<file path="config.mk">
export PLATFORM = sky130hd
export DESIGN_NAME = sfilt_top
export DESIGN_NICKNAME = d
export VERILOG_FILES = /design/src/rtl/sfilt_pkg.sv /design/src/rtl/sfilt_maskmatch.sv /design/src/rtl/sfilt_latsel.sv /design/src/rtl/sfilt_top.sv
export SDC_FILE = /design/constraint.sdc
export NUM_CORES = 1
export LEC_CHECK = 0
export ABC_CLOCK_PERIOD_IN_PS = 2300
export BUFFER_PORTS_ARGS = -buffer_cell sky130_fd_sc_hd__buf_2
export CORE_AREA = 2 2 145 147
export DETAILED_ROUTE_END_ITERATION = 8
export DIE_AREA = 0 0 147 149
export PLACE_DENSITY = 0.63
export SYNTH_ARGS = -nofsm -noshare
export SYNTH_HDL_FRONTEND = slang
export SYNTH_HIERARCHICAL = 1
export SYNTH_SLANG_ARGS = --single-unit
</file>
<file path="constraint.sdc">
create_clock -name clk -period 2.3 [get_ports clk]
set_input_delay 0.115 -clock clk [delete_from_list [all_inputs] [get_ports clk]]
set_output_delay 0.115 -clock clk [all_outputs]
set_load 0.05 [all_outputs]
</file>
<file path="src/rtl/sfilt_pkg.sv">
package sfilt_pkg;

   // Width of an index that addresses n entries (at least one bit).
   function automatic int selw(input int n);
      return (n > 1) ? $clog2(n) : 1;
   endfunction

   // Registered verdict carried by the output stage.
   typedef enum logic [1:0] {
      VERD_NONE = 2'd0,
      VERD_KEEP = 2'd1,
      VERD_DROP = 2'd2
   } verdict_e;

endpackage

</file>
<file path="src/rtl/sfilt_maskmatch.sv">
// Per-bit mask-and-match test; a cleared mask bit ignores that bit.
module sfilt_maskmatch #(
   parameter int W = 8
) (
   input  logic [W-1:0] fld,
   input  logic [W-1:0] mask,
   input  logic [W-1:0] match,
   output logic         hit
);

   logic [W-1:0] miss;

   for (genvar b = 0; b < W; b++) begin : g_bit
      assign miss[b] = mask[b] & (fld[b] ^ match[b]);
   end

   assign hit = ~|miss;

endmodule

</file>
<file path="src/rtl/sfilt_latsel.sv">
// Picks one latency counter out of a packed bus and tests it
// against an unsigned threshold; threshold zero always passes.
module sfilt_latsel #(
   parameter int LAT_W   = 16,
   parameter int NUM_LAT = 4,
   localparam int SEL_W  = sfilt_pkg::selw(NUM_LAT)
) (
   input  logic [NUM_LAT*LAT_W-1:0] lat_bus,
   input  logic [SEL_W-1:0]         sel,
   input  logic [LAT_W-1:0]         thresh,
   output logic                     pass
);

   logic [LAT_W-1:0] lat_arr [NUM_LAT];
   logic [LAT_W-1:0] picked;
   logic             thr_off;

   for (genvar k = 0; k < NUM_LAT; k++) begin : g_unpack
      assign lat_arr[k] = lat_bus[k*LAT_W +: LAT_W];
   end

   assign picked  = lat_arr[sel];
   assign thr_off = (thresh == '0);
   assign pass    = thr_off | (picked >= thresh);

endmodule

</file>
<file path="src/rtl/sfilt_top.sv">
// Late filter for finished sample records: mask-and-match on the
// general fields and event bits, threshold on one selected latency,
// registered verdict one cycle after the valid strobe.
module sfilt_top #(
   parameter int GEN_W   = 16,
   parameter int EVT_W   = 8,
   parameter int LAT_W   = 16,
   parameter int NUM_LAT = 4,
   parameter int ADDR_W  = 64
) (
   input  logic                                   clk,
   input  logic                                   rst_n,
   input  logic                                   in_vld,
   input  logic [GEN_W-1:0]                       in_gen,
   input  logic [EVT_W-1:0]                       in_evt,
   input  logic [NUM_LAT*LAT_W-1:0]               in_lat,
   input  logic [ADDR_W-1:0]                      in_addr,
   input  logic [GEN_W-1:0]                       cfg_gen_mask,
   input  logic [GEN_W-1:0]                       cfg_gen_match,
   input  logic [EVT_W-1:0]                       cfg_evt_mask,
   input  logic [EVT_W-1:0]                       cfg_evt_match,
   input  logic [sfilt_pkg::selw(NUM_LAT)-1:0]    cfg_lat_sel,
   input  logic [LAT_W-1:0]                       cfg_lat_thresh,
   output logic                                   out_vld,
   output logic                                   out_keep,
   output logic                                   out_drop,
   output logic [GEN_W-1:0]                       out_gen,
   output logic [EVT_W-1:0]                       out_evt,
   output logic [NUM_LAT*LAT_W-1:0]               out_lat,
   output logic [ADDR_W-1:0]                      out_addr
);

   import sfilt_pkg::*;

   localparam int LBUS_W = NUM_LAT * LAT_W;

   // Elaboration-time parameter checks
   if (GEN_W < 1 || EVT_W < 1 || LAT_W < 1 || ADDR_W < 1) begin : g_bad_width
      $error("sfilt_top: all field widths must be at least 1");
   end
   if (NUM_LAT < 2 || (NUM_LAT & (NUM_LAT - 1)) != 0) begin : g_bad_count
      $error("sfilt_top: NUM_LAT must be a power of two, at least 2");
   end

   logic gen_ok, evt_ok, lat_ok, all_ok;

   sfilt_maskmatch #(.W(GEN_W)) u_gen_mm (
      .fld   (in_gen),
      .mask  (cfg_gen_mask),
      .match (cfg_gen_match),
      .hit   (gen_ok)
   );

   sfilt_maskmatch #(.W(EVT_W)) u_evt_mm (
      .fld   (in_evt),
      .mask  (cfg_evt_mask),
      .match (cfg_evt_match),
      .hit   (evt_ok)
   );

   sfilt_latsel #(.LAT_W(LAT_W), .NUM_LAT(NUM_LAT)) u_lat (
      .lat_bus (in_lat),
      .sel     (cfg_lat_sel),
      .thresh  (cfg_lat_thresh),
      .pass    (lat_ok)
   );

   assign all_ok = gen_ok & evt_ok & lat_ok;

   // Verdict register
   verdict_e verd_q, verd_d;

   always_comb begin
      if (!in_vld)     verd_d = VERD_NONE;
      else if (all_ok) verd_d = VERD_KEEP;
      else             verd_d = VERD_DROP;
   end

   always_ff @(posedge clk or negedge rst_n) begin
      if (!rst_n) verd_q <= VERD_NONE;
      else        verd_q <= verd_d;
   end

   assign out_vld  = (verd_q != VERD_NONE);
   assign out_keep = (verd_q == VERD_KEEP);
   assign out_drop = (verd_q == VERD_DROP);

   // Record pass-through register, loaded only with a valid record
   logic [GEN_W-1:0]  gen_q;
   logic [EVT_W-1:0]  evt_q;
   logic [LBUS_W-1:0] lat_q;
   logic [ADDR_W-1:0] addr_q;

   always_ff @(posedge clk or negedge rst_n) begin
      if (!rst_n) begin
         gen_q  <= '0;
         evt_q  <= '0;
         lat_q  <= '0;
         addr_q <= '0;
      end else if (in_vld) begin
         gen_q  <= in_gen;
         evt_q  <= in_evt;
         lat_q  <= in_lat;
         addr_q <= in_addr;
      end
   end

   assign out_gen  = gen_q;
   assign out_evt  = evt_q;
   assign out_lat  = lat_q;
   assign out_addr = addr_q;

endmodule

</file>
## Word-level counts from Yosys, hierarchy flattened

Index checks and enable logic that the tools add are counted.

| operators by class | value |
|---|---|
| equal/unequal tests | 2 |
| mux-type cells | 5 |
| order comparisons | 2 |
| bitwise operators | 52 |
| reduce and logical (&&, ||, !) cells | 6 |

Operators by type and width:

| kind | number |
|---|---|
| 16-bit binary-select mux with 2-bit select | 1 |
| 16-bit 2-to-1 mux | 2 |
| 1-bit AND | 26 |
| 1-bit XOR | 24 |
| 16-bit greater-or-equal comparator | 1 |
| 16-bit logical NOT | 1 |
| 16-bit OR reduction | 1 |
| 8-bit OR reduction | 1 |
| 2-bit 2-to-1 mux | 2 |
| 3-bit greater-or-equal comparator (second input constant) | 1 |
| 2-bit NOT with 3-bit output | 1 |
| 2-bit by 1-bit == test with 1-bit output (second input constant) | 1 |
| 2-bit == test (second input constant) | 1 |
| 1-bit logical NOT | 2 |
| 2-bit nonzero test | 1 |
| 1-bit bitwise OR | 1 |

| word-level totals | value |
|---|---|
| logic and storage cells | 72 |
| output and inout port bits | 155 |
| register bits | 154 |

## Logic depth before layout (Yosys ltp)

Gate-level depths: netlist of the first run.

| depth | value |
|---|---|
| depth after elaboration | 9 |
| mapped depth | 10 |
| mapped depth without buffers | 9 |

## Cells and area by module

Netlist of the first run, hierarchy kept.

Modules (own cells, without submodules):

| module | times used | cells each | sequential area each (um^2) | area each (um^2) |
|---|---|---|---|---|
| sfilt_top | 1 | 330 | 3853.7 | 5955.7 |
| sfilt_latsel | 1 | 79 | 0.0 | 833.3 |
| sfilt_maskmatch at u_gen_mm | 1 | 27 | 0.0 | 216.5 |
| sfilt_maskmatch at u_evt_mm | 1 | 13 | 0.0 | 108.9 |

## Worst setup path before layout of the first run

Ideal clock, no wire load.

| timing | value |
|---|---|
| path kind | input to register |
| start point | in cfg_lat_sel[0] (netlist name) |
| end point | reg verd_q[1] |
| path slack | -0.064 ns |
| buffers on the path | 2 |
| library setup time | 0.119 ns |
| cell stages on the path | 10 |
| arrival time | 2.245 ns |
| path through | buf_6 buf_6 mux4_1 ha_1 nand4_1 or3_1 a221oi_2 or4_1 nand3_1 and2_1 |

| between the ends | value |
|---|---|
| longest elaborated chain between the ends | 9 |

Ends and longest elaborated chain:

| item | line | text |
|---|---|---|
| start: declaration | sfilt_top.sv:22 | `input logic [sfilt_pkg::selw(NUM_LAT)-1:0] cfg_lat_sel,` |
| 2-bit NOT with 3-bit output (implied by the code) | sfilt_latsel.sv:22 | `assign picked = lat_arr[sel];` |
| 16-bit binary-select mux with 2-bit select | sfilt_latsel.sv:22 |  |
| 16-bit 2-to-1 mux (implied by the code) (2 in series) | sfilt_latsel.sv:22 |  |
| 16-bit greater-or-equal comparator | sfilt_latsel.sv:24 | `assign pass = thr_off \| (picked >= thresh);` |
| 1-bit bitwise OR | sfilt_latsel.sv:24 |  |
| net lat_ok | sfilt_top.sv:45 | `logic gen_ok, evt_ok, lat_ok, all_ok;` |
| 1-bit AND | sfilt_top.sv:68 | `assign all_ok = gen_ok & evt_ok & lat_ok;` |
| 2-bit 2-to-1 mux | sfilt_top.sv:75 | `else if (all_ok) verd_d = VERD_KEEP;` |
| 2-bit 2-to-1 mux | sfilt_top.sv:74 | `if (!in_vld) verd_d = VERD_NONE;` |
| net verd_d[1] | sfilt_top.sv:71 | `verdict_e verd_q, verd_d;` |
| end signal: assignment | sfilt_top.sv:81 | `else verd_q <= verd_d;` |
| end: declaration | sfilt_top.sv:71 |  |

The timed path passes the listed nets, and every way through them passes these cells. The select of a mux whose other input is x is not followed.
A chain may end at the register's enable or synchronous reset.

## Worst setup path after layout of the first run

| timing | value |
|---|---|
| start point | in in_lat[51] |
| end point | reg verd_q[1] |

| between the ends | value |
|---|---|
| longest elaborated chain between the ends | 8 |

Ends and longest elaborated chain:

| item | line | text |
|---|---|---|
| start: declaration | sfilt_top.sv:16 | `input logic [NUM_LAT*LAT_W-1:0] in_lat,` |
| 16-bit binary-select mux with 2-bit select | sfilt_latsel.sv:22 |  |
| 16-bit 2-to-1 mux (implied by the code) (2 in series) | sfilt_latsel.sv:22 |  |
| 16-bit greater-or-equal comparator | sfilt_latsel.sv:24 |  |
| 1-bit bitwise OR | sfilt_latsel.sv:24 |  |
| net lat_ok | sfilt_top.sv:45 |  |
| 1-bit AND | sfilt_top.sv:68 |  |
| 2-bit 2-to-1 mux | sfilt_top.sv:75 |  |
| 2-bit 2-to-1 mux | sfilt_top.sv:74 |  |
| net verd_d[1] | sfilt_top.sv:71 |  |

The timed path passes the listed nets, and every way through them passes these cells. The select of a mux whose other input is x is not followed.

==> results.py, run 1 <==
metrics = {
    "final_layout": {
        "postLayoutCoreUtil_pct": 55.9,
        "drive_gt1_share_pct": 59.0,
        "nets": 1220,
        "layout_commonest_cell": "buf_2",
        "area_delta_synth_final_pct": 61.4,
        "final_cell_mix": "buf_2, dfrtp_1, dlygate4sd3_1",
    },
    "detailed_routing": {
        "ant_nets": 0,
        "first_iter_violations": 164,
        "firstDrtPassIters": 4,
        "vias": 5880,
        "totalWireLength_um": 22000,
        "wl_per_cell_um": 17.3,
        "drc_errors": 0,
        "avgViaCountPerCell": 4.62,
    },
    "die": {
        "fp.dieH_um": 149,
        "io_pins": 376,
        "floorplan.initialDensity_pct": 34.6,
        "rows": 53,
        "die_area_um2": 21900,
        "fp.dieW_um": 147,
        "core_area_um2": 20600,
    },
    "timing": {
        "worst_pin_slew_ps": 558,
        "clock_skew_ps": 0,
        "setup_viol": 0,
        "whs_ps": 30.5,
        "period_share_pct": 98.0,
        "fin_crit_ps": 2250,
        "final_hold_viol_count": 0,
        "max-slew-margin-rel_pct": 62.4,
        "fmaxAchievable_mhz": 444,
        "maxSlewViolCount": 0,
    },
    "critical_path": {
        "crit_type": "input port to register",
        "r2r-start": "out_lat[23]",
        "cp_data_arrival_time_ps": 2600,
        "reg2reg_depth": 1,
        "crit_start": "in_lat[51]",
        "r2r_end": "out_lat[23]",
        "cp_data_required_time_ps": 2640,
        "crit_end": "verd_q[1]",
        "crit_fanout": 2,
        "worst_setup_path_start_kind": "input port",
        "end_kind": "register",
        "r2r_slack_ps": 1520,
    },
    "worst_hold_path": {
        "hold_start": "in_lat[16]",
        "hold_class": "input port to register",
    },
    "global_route": {
        "grt_usage_pct": 19.9,
        "grt_pass1_wl_um": 34100,
        "grt_use_met1_pct": 24.0,
        "top_usage_layer": "met2",
        "grt_pass1_vias": 6416,
        "grt_use_met2_pct": 34.1,
        "grt_antenna_before_repair": 1,
        "grt_max_degree": 63,
        "grt_util_met3_pct": 6.36,
        "grt-ovfl-total": 0,
    },
    "power_and_ir_drop": {
        "total_leakage_power_nw": 5.68,
        "ir_drop_mv": 0.550,
        "powerDensity_nw_per_um2": 738,
    },
    "cts": {
        "cts_buffer_depth": 2,
        "htree_num_levels": 4,
        "tritoncts": "built",
        "cts.sinks": 154,
        "post_cts_buffers": 0,
        "clk_latency_ps": 410,
        "numCtsBuffers": 17,
        "clock-root-buffer": "clkbuf_16",
        "path_clk_slew_ps": 70,
    },
    "logic_synthesis": {
        "syn_inst": 449,
        "postSynthAreaPerCell_um2": 15.8,
        "seq_area_frac_synth_pct": 54.2,
        "synth-seq-cells": 154,
        "synth.cell_area_um2": 7110,
        "ys_types": 30,
        "synth_fp_nets": 686,
        "yosys_warnings": 6,
    },
    "placed_design": {
        "place.gp.congestion": 0.793,
        "hpwl_um": 15600,
        "place.port_buffers": 375,
    },
    "status": {
        "status": "finished, final reports clean",
    },
    "flow_run": {
        "cap_violations": 0,
    },
}
-- flip-flops by register name, summed over array words and instances (netlist names) --
name	count
out_lat	64
out_evt	8
out_gen	16
verd_q	2
out_addr	64
-- synth_stat cells --
cell | n | area [µm²]
a211oi_1 | 2 | 15.0
a21o_1 | 2 | 15.0
a21oi_1 | 3 | 15.0
a221oi_2 | 1 | 15.0
a22oi_1 | 12 | 90.1
a41oi_2 | 1 | 16.3
and2_1 | 1 | 6.26
and4_1 | 1 | 8.76
buf_2 | 10 | 50.1
buf_6 | 10 | 113
clkbuf_2 | 1 | 5.00
dfrtp_1 | 154 | 3850
ha_1 | 16 | 200
inv_1 | 19 | 71.3
mux2_2 | 94 | 1060
mux2_4 | 58 | 871
mux4_1 | 1 | 26.3
mux4_2 | 15 | 338
nand3_1 | 3 | 15.0
nand4_1 | 5 | 31.3
nor2_1 | 2 | 7.51
nor2b_1 | 2 | 12.5
nor3_1 | 1 | 5.00
nor4_1 | 4 | 25.0
o21ai_0 | 3 | 15.0
o21ai_1 | 1 | 5.00
or2_2 | 1 | 6.26
or3_1 | 1 | 6.26
or4_1 | 1 | 7.51
xor2_1 | 24 | 210
-- where the power goes --
group	switching (mW)	internal [mW]
Combinational	1.55	0.924
Clock	1.23	1.65
Sequential	0.142	2.98
Total	2.92	5.55
-- layer usage --
metal | routed length, µm | part of all wire [%]
met5 | 0 | 0
met4 | 497 | 2.3
met3 | 1590 | 7.2
met2 | 11000 | 50
met1 | 8910 | 40
-- kinds of logic after synthesis --
group / share of synthesized area (%)
AND/OR/NAND/NOR: 1.85
XOR/XNOR: 2.95
buffers and inverters: 3.36
adder cells (fa/ha/maj): 2.81
AO/OA/AOI/OAI: 2.62
flip-flops: 54.2
multiplexers: 32.2
-- what timing repair did --
action	4_1_cts	5_1_grt
resized for setup	0	7
hold buffers	151	1
setup endpoints to repair	0	2
endpoints found under the hold margin	219	1
-- critical path, cell delays in order --
cell           delay, ps
dlygate4sd3_1        550
buf_2                140
mux4_2               490
ha_1                 210
nor3_1               240
a221oi_2              90
or4_1                540
nand3_2              100
and2_1               120
-- area by class of cell --
type | instances | area [µm²]
repair buffers | 536 | 3570
well taps | 275 | 344
clock buffers | 18 | 429
clock inverters | 14 | 178
diodes | 1 | 2.50
fillers | 1703 | 9070
inverters | 19 | 71.3
multi-input cells | 255 | 3040
flip-flops and latches | 154 | 3850
-- metrics by stage --
stage	TNS (ps)	total power [mW]	setup WS [ps]	cells	instance area, µm²
final	0	8.47	46.0	1272	11500
after detailed placement	-345	5.42	-229	1090	9340
after floorplan	0	4.71	17.4	449	7120
after global routing	-9.27	8.85	-9.27	1272	11500
after CTS	0	8.54	12.2	1273	11500
after global placement	-251	5.40	-186	1090	9340
-- worst min-delay path by stage --
stage | endpoint | cells past startpoint | slack, ps
after global routing | out_lat[16] | 2 | 3
after floorplan | out_addr[0] | 0 | -180
final | out_lat[16] | 2 | 30
after CTS | out_lat[16] | 2 | 0.4
after global placement | out_gen[5] | 1 | 80
after detailed placement | out_gen[2] | 1 | 70
Power figures use the tool's default switching activity.
==> run 2, diff against run 1 <==
--- a/config.mk
+++ b/config.mk
@@ -6,11 +6,11 @@
 export NUM_CORES = 1
 export LEC_CHECK = 0
 export ABC_CLOCK_PERIOD_IN_PS = 2300
-export BUFFER_PORTS_ARGS = -buffer_cell sky130_fd_sc_hd__buf_2
 export CORE_AREA = 2 2 145 147
 export DETAILED_ROUTE_END_ITERATION = 8
 export DIE_AREA = 0 0 147 149
-export PLACE_DENSITY = 0.63
+export DONT_BUFFER_PORTS = 1
+export PLACE_DENSITY = 0.47
 export SYNTH_ARGS = -nofsm -noshare
 export SYNTH_HDL_FRONTEND = slang
 export SYNTH_HIERARCHICAL = 1
==> results.py, run 2 <==
metrics = {
    "placed_design": {
        "hpwl_um": 13000,
        "place_area_um2": 7300,
        "dpl.cell_count": 705,
        "place.gp.congestion": 0.790,
        "place.port_buffers": 0,
    },
    "logic_synthesis": {
        "synthTopCellsByCount": "dfrtp_1, mux2_2, mux2_4",
        "synth_area_leaders": "dfrtp_1, mux2_2, mux2_4",
        "async_flop_share_pct": 100,
        "yosys.cell_count.top_type": "dfrtp_1",
        "yosysTopAreaCell": "dfrtp_1",
        "synth_edf_count": 0,
        "postSynthAreaPerCell_um2": 15.8,
        "synth_flop_cell": "dfrtp_1",
        "seq_area_frac_synth_pct": 54.2,
        "syn_inst": 449,
        "synth-seq-cells": 154,
        "ys_types": 30,
        "yosys_warnings": 6,
        "synth.cell_area_um2": 7110,
        "synth.top_cell.area_share_pct": 54.2,
        "synth_fp_nets": 686,
    },
    "status": {
        "error_message": "[ERROR RSZ-0060] Max buffer count reached.",
        "haltStage": "4_1_cts",
        "status": "stopped before the end",
    },
    "die": {
        "fp.dieW_um": 147,
        "io_pins": 376,
        "fp.dieH_um": 149,
        "floorplan.initialDensity_pct": 34.6,
        "rows": 53,
    },
    "cts": {
        "htree_num_levels": 4,
        "cts_buffer_depth": 2,
        "hold_buffers": 148,
        "cts-resized-gates": 0,
        "cts.sinks": 154,
        "clock-root-buffer": "clkbuf_16",
        "post_cts_buffers": 0,
        "numCtsBuffers": 17,
    },
}
## run 2: cell counts after synthesis
No cell type changed its count.
## run 2: through the flow
step	utilization, %	worst slack [ps]
floorplan	-	17.4
global placement	35.5	125
detailed placement	35.5	71.7
## run 2: kinds of logic after synthesis
logic type,count (synthesis),share of synthesized area (%)
compound gates,25,2.62
fa+ha+maj,16,2.81
xor+xnor,24,2.95
simple gates,22,1.85
flops,154,54.2
buf+inv,40,3.36
mux,168,32.2
==> run 3, diff against run 2 <==
--- a/config.mk
+++ b/config.mk
@@ -6,11 +6,11 @@
 export NUM_CORES = 1
 export LEC_CHECK = 0
 export ABC_CLOCK_PERIOD_IN_PS = 2300
-export CORE_AREA = 2 2 145 147
+export CORE_MARGIN = 2
+export CORE_UTILIZATION = 25
 export DETAILED_ROUTE_END_ITERATION = 8
-export DIE_AREA = 0 0 147 149
 export DONT_BUFFER_PORTS = 1
-export PLACE_DENSITY = 0.47
+export PLACE_DENSITY_LB_ADDON = 0.15
 export SYNTH_ARGS = -nofsm -noshare
 export SYNTH_HDL_FRONTEND = slang
 export SYNTH_HIERARCHICAL = 1
==> results.py, run 3 <==
metrics = {
    "status": {
        "status": "stopped before the end",
        "haltStage": "4_1_cts",
        "error_message": "[ERROR RSZ-0060] Max buffer count reached.",
    },
    "die": {
        "floorplan.initialDensity_pct": 25.5,
        "fp.dieW_um": 173,
        "rows": 61,
        "fp.dieH_um": 173,
        "io_pins": 376,
    },
    "cts": {
        "clock-root-buffer": "clkbuf_16",
        "cts.sinks": 154,
        "cts_buffer_depth": 2,
        "post_cts_buffers": 0,
        "hold_buffers": 170,
        "htree_num_levels": 4,
        "numCtsBuffers": 17,
        "cts-resized-gates": 0,
    },
    "logic_synthesis": {
        "synth_fp_nets": 686,
        "yosys_warnings": 6,
        "synth_area_leaders": "dfrtp_1, mux2_2, mux2_4",
        "seq_area_frac_synth_pct": 54.2,
        "synth_flop_cell": "dfrtp_1",
        "synth-seq-cells": 154,
        "syn_inst": 449,
        "yosys.cell_count.top_type": "dfrtp_1",
        "synth_edf_count": 0,
        "ys_types": 30,
        "yosysTopAreaCell": "dfrtp_1",
        "synth.top_cell.area_share_pct": 54.2,
        "async_flop_share_pct": 100,
        "postSynthAreaPerCell_um2": 15.8,
        "synthTopCellsByCount": "dfrtp_1, mux2_2, mux2_4",
        "synth.cell_area_um2": 7110,
    },
    "placed_design": {
        "hpwl_um": 14500,
        "place.gp.congestion": 0.736,
        "pre_cts_ws_ps": 128,
        "place.port_buffers": 0,
    },
}
## run 3: cell counts after synthesis
No cell type changed its count.
## run 3: cells by family after synthesis
kind of cell               after synthesis  synth area share (%)
DFF                                    154                  54.2
xor gates and xnor gates                24                  2.95
AOI/OAI and AO/OA                       25                  2.62
and+or+nand+nor                         22                  1.85
adders and majority gates               16                  2.81
buffers and inverters                   40                  3.36
muxes                                  168                  32.2
## run 3: through the flow
| step | hold WS, ps | std cells | utilization [%] | instance area [µm²] |
|---|---|---|---|---|
| after floorplan | -181 | 449 | - | 7120 |
| after global placement | -175 | 809 | 26.6 | 7440 |
| after detailed placement | -177 | 809 | 26.6 | 7440 |
